--- config.mk ---
export PLATFORM = sky130hd
export DESIGN_NAME = cic_decim8
export DESIGN_NICKNAME = d
export VERILOG_FILES = /design/src/rtl/cic_decim_pkg.sv /design/src/rtl/cic_phase_ctrl.sv /design/src/rtl/cic_integrator_chain.sv /design/src/rtl/cic_comb_chain.sv /design/src/rtl/cic_out_stage.sv /design/src/rtl/cic_decim8.sv
export SDC_FILE = /design/constraint.sdc
export NUM_CORES = 1
export LEC_CHECK = 0
export ABC_AREA = 1
export BUFFER_PORTS_ARGS = -buffer_cell sky130_fd_sc_hd__buf_2
export CAP_MARGIN = 20
export CORE_ASPECT_RATIO = 0.75
export CORE_UTILIZATION = 30
export CTS_CLUSTER_SIZE = 25
export DETAILED_ROUTE_END_ITERATION = 7
export GPL_TIMING_DRIVEN = 0
export PLACE_DENSITY = 0.54
export SYNTH_ARGS = -nofsm -noshare
export SYNTH_HDL_FRONTEND = slang
export SYNTH_HIERARCHICAL = 1
export SYNTH_SLANG_ARGS = --single-unit
--- constraint.sdc ---
create_clock -name clk -period 9.4 [get_ports clk]
set_input_delay 0.94 -clock clk [delete_from_list [all_inputs] [get_ports clk]]
set_output_delay 0.94 -clock clk [all_outputs]
set_load 0.1 [all_outputs]
--- src/rtl/cic_decim_pkg.sv ---
package cic_decim_pkg;
  localparam int DEF_IN_W      = 16;
  localparam int DEF_STAGES    = 3;
  localparam int DEF_RATE_LOG2 = 3;
  localparam int DEF_OUT_W     = 18;

  // Full-precision width: input width plus the bit growth of all stages.
  function automatic int acc_width(input int in_w, input int stages, input int rate_log2);
    return in_w + stages * rate_log2;
  endfunction
endpackage

--- src/rtl/cic_phase_ctrl.sv ---
module cic_phase_ctrl #(
  parameter int RATE_LOG2 = 3
) (
  input  logic clk,
  input  logic rst,
  input  logic in_valid,
  input  logic out_valid,
  input  logic out_ready,
  output logic in_ready,
  output logic fire,
  output logic group_end
);
  logic [RATE_LOG2-1:0] phase_q;

  assign group_end = &phase_q;
  // Only the word that closes a group needs a free output slot.
  assign in_ready  = !(group_end && out_valid && !out_ready);
  assign fire      = in_valid && in_ready;

  always_ff @(posedge clk) begin
    if (rst)       phase_q <= '0;
    else if (fire) phase_q <= phase_q + 1'b1;
  end
endmodule

--- src/rtl/cic_integrator_chain.sv ---
module cic_integrator_chain #(
  parameter int IN_W   = 16,
  parameter int ACC_W  = 25,
  parameter int STAGES = 3
) (
  input  logic             clk,
  input  logic             rst,
  input  logic             en,
  input  logic [IN_W-1:0]  din,
  output logic [ACC_W-1:0] dout
);
  logic [ACC_W-1:0] acc_q [STAGES];
  logic [ACC_W-1:0] acc_d [STAGES];
  logic [ACC_W-1:0] din_ext;

  assign din_ext = {{(ACC_W-IN_W){din[IN_W-1]}}, din};

  for (genvar s = 0; s < STAGES; s++) begin : g_stage
    if (s == 0) begin : g_head
      assign acc_d[s] = acc_q[s] + din_ext;
    end else begin : g_tail
      assign acc_d[s] = acc_q[s] + acc_d[s-1];
    end
    // Modular addition: wrap-around is intended and cancels in the combs.
    always_ff @(posedge clk) begin
      if (rst)     acc_q[s] <= '0;
      else if (en) acc_q[s] <= acc_d[s];
    end
  end

  assign dout = acc_d[STAGES-1];
endmodule

--- src/rtl/cic_comb_chain.sv ---
module cic_comb_chain #(
  parameter int ACC_W  = 25,
  parameter int STAGES = 3
) (
  input  logic             clk,
  input  logic             rst,
  input  logic             en,
  input  logic [ACC_W-1:0] din,
  output logic [ACC_W-1:0] dout
);
  logic [ACC_W-1:0] stg_in [STAGES];
  logic [ACC_W-1:0] diff   [STAGES];
  logic [ACC_W-1:0] dly_q  [STAGES];

  for (genvar s = 0; s < STAGES; s++) begin : g_stage
    if (s == 0) begin : g_head
      assign stg_in[s] = din;
    end else begin : g_tail
      assign stg_in[s] = diff[s-1];
    end
    assign diff[s] = stg_in[s] - dly_q[s];
    always_ff @(posedge clk) begin
      if (rst)     dly_q[s] <= '0;
      else if (en) dly_q[s] <= stg_in[s];
    end
  end

  assign dout = diff[STAGES-1];
endmodule

--- src/rtl/cic_out_stage.sv ---
module cic_out_stage #(
  parameter int ACC_W = 25,
  parameter int OUT_W = 18,
  parameter int DROP  = 8
) (
  input  logic             clk,
  input  logic             rst,
  input  logic             load,
  input  logic [ACC_W-1:0] full,
  input  logic             out_ready,
  output logic             out_valid,
  output logic [OUT_W-1:0] out_data
);
  logic signed [ACC_W-1:0] scaled;

  // Arithmetic shift floors; the gain removal itself is a binary-point move.
  assign scaled = $signed(full) >>> DROP;

  always_ff @(posedge clk) begin
    if (rst) begin
      out_valid <= 1'b0;
      out_data  <= '0;
    end else if (load) begin
      out_valid <= 1'b1;
      out_data  <= scaled[OUT_W-1:0];
    end else if (out_ready) begin
      out_valid <= 1'b0;
    end
  end
endmodule

--- src/rtl/cic_decim8.sv ---
module cic_decim8
  import cic_decim_pkg::*;
#(
  parameter int IN_W      = DEF_IN_W,
  parameter int STAGES    = DEF_STAGES,
  parameter int RATE_LOG2 = DEF_RATE_LOG2,
  parameter int OUT_W     = DEF_OUT_W
) (
  input  logic             clk,
  input  logic             rst,
  input  logic             in_valid,
  output logic             in_ready,
  input  logic [IN_W-1:0]  in_data,
  output logic             out_valid,
  input  logic             out_ready,
  output logic [OUT_W-1:0] out_data
);
  localparam int ACC_W = acc_width(IN_W, STAGES, RATE_LOG2);
  localparam int DROP  = ACC_W - OUT_W + 1;

  logic             fire;
  logic             group_end;
  logic             comb_en;
  logic [ACC_W-1:0] integ_out;
  logic [ACC_W-1:0] comb_out;

  assign comb_en = fire && group_end;

  cic_phase_ctrl #(.RATE_LOG2(RATE_LOG2)) phase_i (
    .clk(clk), .rst(rst), .in_valid(in_valid), .out_valid(out_valid),
    .out_ready(out_ready), .in_ready(in_ready), .fire(fire), .group_end(group_end)
  );

  cic_integrator_chain #(.IN_W(IN_W), .ACC_W(ACC_W), .STAGES(STAGES)) integ_i (
    .clk(clk), .rst(rst), .en(fire), .din(in_data), .dout(integ_out)
  );

  cic_comb_chain #(.ACC_W(ACC_W), .STAGES(STAGES)) comb_i (
    .clk(clk), .rst(rst), .en(comb_en), .din(integ_out), .dout(comb_out)
  );

  cic_out_stage #(.ACC_W(ACC_W), .OUT_W(OUT_W), .DROP(DROP)) out_i (
    .clk(clk), .rst(rst), .load(comb_en), .full(comb_out), .out_ready(out_ready),
    .out_valid(out_valid), .out_data(out_data)
  );
endmodule

After elaboration in Yosys (flattened, before gate mapping)

Memory sizes are Yosys's and may differ from the RTL's.
Cells that the tools add are included.

Muxes and demuxes: 16
Add/sub/neg operators: 7
Bitwise logic cells: 6
Reduce and logical (&&, ||, !) cells: 8

Operators by type and width:

| cell                                                          | number |
|---|---|
| 25-bit two-way mux                                            | 6 |
| 25-bit adder                                                  | 3 |
| 25-bit subtractor                                             | 3 |
| 1-bit two-way mux                                             | 10 |
| 1-bit OR                                                      | 6 |
| 1-bit logical AND                                             | 4 |
| 3-bit by 1-bit adder with 3-bit output, second input constant | 1 |
| 3-bit AND reduction                                           | 1 |
| 1-bit zero test                                               | 2 |
| 2-bit nonzero test                                            | 1 |

Input bits: 20
Memory bits (writable): 150
Word-level logic and storage cells: 42
Register bits: 21
Output and inout bits: 20
Memories: 2

Memories:

| memory        | depth | width | rd ports | clocked after memory_dff | wr ports | line                       | text |
|---|---|---|---|---|---|---|---|
| comb_i.dly_q  | 3     | 25    | 3        | 0                        | 3        | cic_comb_chain.sv:13       | `logic [ACC_W-1:0] dly_q [STAGES];` |
| integ_i.acc_q | 3     | 25    | 3        | 0                        | 3        | cic_integrator_chain.sv:12 | `logic [ACC_W-1:0] acc_q [STAGES];` |

Depth between registers and ports, before layout

Gate-level depths: netlist of run 1.

Depth after elaboration: 10
Gate-level depth with buffers: 56
Depth with buffers taken out: 54

Hierarchy

The synthesis of run 1 kept the hierarchy.

By module, submodules not included:

| module               | cells an instance | area each (um2) | instances | seq. area each (um2) |
|---|---|---|---|---|
| cic_comb_chain       | 953               | 7188.1          | 1         | 2252.2 |
| cic_integrator_chain | 857               | 6904.1          | 1         | 2252.2 |
| cic_out_stage        | 79                | 665.6           | 1         | 360.3 |
| cic_phase_ctrl       | 23                | 177.7           | 1         | 60.1 |
| cic_decim8           | 2                 | 7.5             | 1         | 0.0 |

Least setup slack after synthesis of run 1

No wires, ideal clock.

Path kind: input port to flip-flop
From: input in_data[0]
To: register out_i/out_data[16] (netlist name)
Stages: 52
Path buffers: 2
Data required time: 9.281 ns
Slack: 1.135 ns
Data arrival time: 8.146 ns
Setup time: 0.119 ns
Path through: ha_1 > fa_1 > nand2_1 > nand2_1 > and2_1 > a31o_2 > xor2_1 > inv_1 > ha_1 > a21oi_1 > o21ai_0 > nand2_1 > o211ai_1 > a31oi_1 > o21bai_1 > xor2_1 > ha_1 > a21oi_1 > [16 not listed] > o21ai_0 > a21oi_1 > nand3_2 > a31o_2 > xor2_1 > inv_1 > ha_1 > nand2_1 > nor3_1 > nand2_1 > nor2_1 > nand2_1 > o211ai_1 > nand3b_1 > nand2_1 > buf_4 > nor2_1 > nor2_1

RTL lines:

| item            | line             | text |
|---|---|---|
| start, declared | cic_decim8.sv:13 | `input logic [IN_W-1:0] in_data,` |

==> key figures, run 1 <==
STA
  – Count of final max-slew check failures: 0
  – Setup-failing EPs final: 0
  – Fin crit share: 94.4%
  – Post-route setup TNS: 0 ns
  – Final Hold Fails: 0
  – Final min period: 8.87 ns
  – Slew margin rel.: 45.2%
  – Worst-Margin Slew: 0.822 ns
  – Clock skew: 0.0158 ns
  – FMAX: 113 MHz

Drt
  – WL/cell: 13.3 µm
  – Detail Route Antenna Nets: 0
  – DRC Markers: 1
  – Routed wire length: 35.1 mm
  – Iteration-0 DRC Markers: 862
  – Detailed-route vias per instance: 4.63
  – TritonRoute pass-1 iters: 8
  – Via count: 12241

Global routing
  – Vias in the first global route: 11763
  – Aggregate global routing overflow: 0
  – First-pass GRT wire length: 58.4 mm
  – Initial antenna violation count: 2
  – Total GRT Usage: 14.3%
  – Largest net degree at the start of global routing: 61

Placement
  – Placer Congestion: 0.869
  – IO buf count: 39
  – Hpwl dp: 27.5 mm
  – Placed Cells incl. Taps: 2585

Worst setup path
  – CP Max Fanout: 5
  – Critical Path RT: 9.75 ns
  – CP max stage delay: 0.39 ns
  – Startpoint types: primary input
  – Critical path arrival: 9.22 ns
  – Worst Path Buf+Inv: 9
  – Kind of critical path: primary input to flip-flop
  – Instance count on the critical path: 50
  – Worst Setup End Kind: flip-flop
  – Crit path top cell by count: inv_1
  – CP max stage cell: fa_1
  – Largest delay contributor family on the critical path: compound AO/OA/AOI/OAI gates
  – FF-to-FF path depth: 49

Floorplan
  – Core ar.: 48700 µm²
  – Number of cell rows: 70
  – Initial core utilization: 30.4%
  – Die width: 259 µm
  – I/O pin count: 40
  – Die height: 194 µm
  – Die area: 50300 µm²

Final layout
  – Layout area overhead: 15.6%
  – Ant. Diodes: 0
  – Non-filler cells, final: 2641
  – Nets@finish: 2157
  – Share of cells above drive strength 1: 16.9%
  – Most frequent cells in the layout: inv_1 (344), nand2_1 (280), nor2_1 (258), edfxtp_1 (150), ha_1 (132)
  – Most common cell after layout, fill and taps aside: inv_1

Hold path
  – Hold Crit Depth: 2
  – Worst hold path class: flip-flop to flip-flop

Synth
  – Syn Std Cell Area: 14800 µm²
  – Syn Area/Cell: 7.81 µm²
  – Post-synth net total: 2073
  – Post-synthesis cell count: 1896
  – Synth warn: 6

Clock tree
  – CTS Buf Count: 17
  – H-tree Lvls: 4
  – Max Root-Sink Buffers: 2
  – CTS Root Cell: clkbuf_16
  – Clk Latency, worst-skew pair: 0.46 ns
  – Clk pin slew, worst setup/hold paths: 0.07 ns
  – CTS tree: yes
  – Clock sinks: 171

Flow run
  – Max-cap violations: 0

Status
  – Failing checks: design-rule violations
  – Status: complete, but fails checks
[area by class of cell]
| class | count | area [µm²] |
|---|---|---|
| Tap cell | 648 | 811 |
| Inverter | 347 | 1310 |
| Fill cell | 5084 | 31600 |
| Timing Repair Buffer | 65 | 430 |
| Clock inverter | 15 | 116 |
| Clock buffer | 17 | 425 |
| Sequential cell | 171 | 4920 |
| Multi-Input combinational cell | 1315 | 8660 |
| Buffer | 63 | 443 |
[layer usage]
metal	vias to the layer above	share of wire (%)	global-route usage (%)
met5	-	0	0
met4	0	0.71	3.16
met3	16	5.4	2.95
met1	5672	54	21.6
li1	6309	-	-
met2	244	40	20.7
[path summary, 6_finish.rpt]
kind                         to  slack [ns]           startpoint
max          out_i/out_data[16]        0.53           in_data[0]
max reg2reg  out_i/out_data[16]        0.75  integ_i/acc_q[0][0]
min reg2reg   out_i/out_data[4]        0.49    out_i/out_data[4]
min           out_i/out_data[4]        0.49    out_i/out_data[4]
[state kept, by name, indices dropped and copies added, names as in the netlist]
register and count:
comb_i/dly_q 75, out_i/out_valid 1, integ_i/acc_q 75, phase_i/phase_q 3, out_i/out_data 17
[stage by stage]
step                utilization (%)  hold slack, ns  cell area (µm²)  setup WS (ns)
floorplan                         -           0.456            14800           1.14
global placement               32.5           0.472            15800         -0.580
detailed placement             32.6           0.473            15900         -0.538
CTS                            33.8           0.493            16400         0.0110
global route                   35.2           0.530            17100        -0.0717
finish                         35.2           0.488            17100          0.528
[worst min-delay path, cell delays in order, from the launching register on]
cell     delay [ns]
dfxtp_1        0.32
o21ai_1        0.06
nor2_1         0.07
[timing repair]
action,in CTS,in global routing
pin swaps,0,33
setup buffers,0,24
endpoints found under the setup margin,2,8
hold buffers,0,0
resized for setup,3,105
Power of run 1 is not shown: default switching activity piles up to over one toggle a cycle in this logic, so the estimate is an artifact.
==> inputs of run 2 (changes only) <==
--- a/config.mk
+++ b/config.mk
@@ -6,14 +6,13 @@
 export NUM_CORES = 1
 export LEC_CHECK = 0
 export ABC_AREA = 1
-export BUFFER_PORTS_ARGS = -buffer_cell sky130_fd_sc_hd__buf_2
+export BUFFER_PORTS_ARGS = -buffer_cell sky130_fd_sc_hd__buf_4
 export CAP_MARGIN = 20
 export CORE_ASPECT_RATIO = 0.75
 export CORE_UTILIZATION = 30
-export CTS_CLUSTER_SIZE = 25
 export DETAILED_ROUTE_END_ITERATION = 7
 export GPL_TIMING_DRIVEN = 0
-export PLACE_DENSITY = 0.54
+export PLACE_DENSITY_LB_ADDON = 0.3
 export SYNTH_ARGS = -nofsm -noshare
 export SYNTH_HDL_FRONTEND = slang
 export SYNTH_HIERARCHICAL = 1
==> key figures, run 2 (synthesized netlist as in run 1, its figures left out) <==
Status
  – Status: finished clean (was complete, but fails checks)

Final layout
  – Layout area overhead: 15.3% (was 15.6%)
  – Largest regs: comb_i/dly_q: 75 flops, integ_i/acc_q: 75 flops, out_i/out_data: 17 flops (unchanged)
  – Area of the multi-input gates: 8540 µm² (was 8660 µm²)
  – Most common cell after layout, fill and taps aside: inv_1 (unchanged)
  – Share of cells above drive strength 1: 15.7% (was 16.9%)
  – Nets@finish: 2149 (was 2157)
  – Ant. Diodes: 0 (unchanged)
  – FF+latch area: 4920 µm² (unchanged)
  – Fill count: 5124 (was 5084)
  – Non-filler cells, final: 2633 (was 2641)
  – Most frequent cells in the layout: inv_1 (344), nand2_1 (283), nor2_1 (258), edfxtp_1 (150), ha_1 (135) (was inv_1 (344), nand2_1 (280), nor2_1 (258), edfxtp_1 (150), ha_1 (132))

STA
  – Slew margin rel.: 37.0% (was 45.2%)
  – Worst-Margin Slew: 0.945 ns (was 0.822 ns)
  – Fin crit share: 94.0% (was 94.4%)
  – Setup-failing EPs final: 0 (unchanged)
  – Final Hold Fails: 0 (unchanged)
  – Post-route setup TNS: 0 ns (unchanged)
  – WHS: 0.498 ns (was 0.488 ns)
  – FMAX: 113 MHz (about the same)
  – Final min period: 8.84 ns (was 8.87 ns)
  – Count of final max-slew check failures: 0 (unchanged)
  – Clock skew: 0.0176 ns (was 0.0158 ns)

Global routing
  – Total GRT Usage: 14.1% (was 14.3%)
  – Initial antenna violation count: 0 (was 2)
  – Aggregate global routing overflow: 0 (unchanged)
  – First-pass GRT wire length: 57.6 mm (was 58.4 mm)
  – Largest net degree at the start of global routing: 62 (was 61)
  – Vias in the first global route: 11550 (was 11763)

Hold path
  – Worst hold path class: flip-flop to flip-flop (unchanged)
  – Hold Path Origin: out_i/out_data[5] (was out_i/out_data[4])

Clock tree
  – CTS Buf Count: 17 (unchanged)
  – H-tree Lvls: 4 (unchanged)
  – CTS Root Cell: clkbuf_16 (unchanged)
  – CTS tree: yes (unchanged)
  – Clk pin slew, worst setup/hold paths: 0.07 ns (about the same)
  – Clk Latency, worst-skew pair: 0.46 ns (about the same)
  – Clock sinks: 171 (unchanged)
  – Max Root-Sink Buffers: 2 (unchanged)

Floorplan
  – Die height: 194 µm (unchanged)
  – Die area: 50300 µm² (unchanged)
  – Initial core utilization: 30.4% (unchanged)
  – Core ar.: 48700 µm² (unchanged)
  – I/O pin count: 40 (unchanged)
  – Die width: 259 µm (unchanged)
  – Number of cell rows: 70 (unchanged)

Placement
  – IO buf count: 39 (unchanged)
  – Placer Congestion: 0.871 (was 0.869)
  – Placed Cells incl. Taps: 2585 (unchanged)
  – Hpwl dp: 27.1 mm (was 27.5 mm)

Drt
  – TritonRoute pass-1 iters: 5 (was 8)
  – DRC Markers: 0 (was 1)
  – Iteration-0 DRC Markers: 811 (was 862)
  – WL/cell: 13.2 µm (was 13.3 µm)
  – Via count: 12062 (was 12241)
  – Routed wire length: 34.6 mm (was 35.1 mm)
  – Detail Route Antenna Nets: 0 (unchanged)
  – Detailed-route vias per instance: 4.58 (was 4.63)

Worst setup path
  – Kind of critical path: primary input to flip-flop (unchanged)
  – Startpoint types: primary input (unchanged)
  – R2r setup slk: 0.80 ns (was 0.75 ns)
  – Critical path arrival: 9.18 ns (was 9.22 ns)
  – Worst r2r src: integ_i/acc_q[0][0] (unchanged)
  – CP max stage cell: ha_2 (was fa_1)
  – CP max stage delay: 0.38 ns (was 0.39 ns)
  – Critical Path RT: 9.75 ns (about the same)
  – CP Max Fanout: 5 (unchanged)
  – Crit path top cell by count: nand2_1 (was inv_1)
  – Worst Setup End Kind: flip-flop (unchanged)
  – Setup crit start: in_data[0] (unchanged)

Flow run
  – Max-cap violations: 0 (unchanged)
-- run 2: cell count changes in the layout (fill, tap and decap cells not counted), moves of 6 or more --
| cell | delta |
|---|---|
| xor2_1 | +6 |
| buf_4 | +31 |
| xor2_2 | -7 |
| buf_2 | -39 |
-- run 2: stage by stage --
stage,util (%),worst slack (ns),area [µm²]
2_1_floorplan,-,1.14,14800
3_3_place_gp,32.7,-0.526,15900
3_5_place_dp,32.8,-0.618,16000
4_1_cts,34.1,0.0109,16600
5_1_grt,35.1,-0.0258,17100
6_report,35.1,0.564,17100
-- run 2: worst paths after layout --
path / endpoint / depth (start not counted)
worst min-delay path: out_i/out_data[5] / 2
worst min register to register: out_i/out_data[5] / 2
worst max register to register: out_i/out_data[16] / 52
worst max-delay path: out_i/out_data[16] / 53
-- run 2: routing by layer --
| layer | GRT usage, % | vias to the layer above | share of wire, % |
|---|---|---|---|
| li1 | - | 6303 | - |
| met1 | 21.8 | 5550 | 56 |
| met2 | 20.3 | 196 | 40 |
| met3 | 2.32 | 13 | 3.9 |
| met4 | 2.89 | 0 | 0.76 |
| met5 | 0 | - | 0 |
-- run 2: what timing repair did --
action                     4_1_cts  5_1_grt
setup buffers                    0       16
pin swaps                        0       27
hold buffers                     0        0
resized for setup                5       77
setup endpoints to repair        2       10
gates cloned                     0        0
-- run 2: area by class of cell --
cell class | instances | share of cell area, %
multi-input cells | 1315 | 50.0
flip-flops and latches | 171 | 28.8
inverters | 347 | 7.67
well taps | 648 | 4.74
repair buffers | 57 | 2.74
plain buffers | 63 | 2.59
clock buffers | 17 | 2.49
clock inverters | 15 | 0.989
-- run 2: critical path: cells and delay by family --
kind                     cells  cell delay (ns)
AO/OA/AOI/OAI               12             1.86
XOR/XNOR                     5             1.05
adder cells (fa/ha/maj)      7             2.17
AND/OR/NAND/NOR             20             2.19
buffers and inverters        9             0.92
Power of run 2 is left out for the same reason.
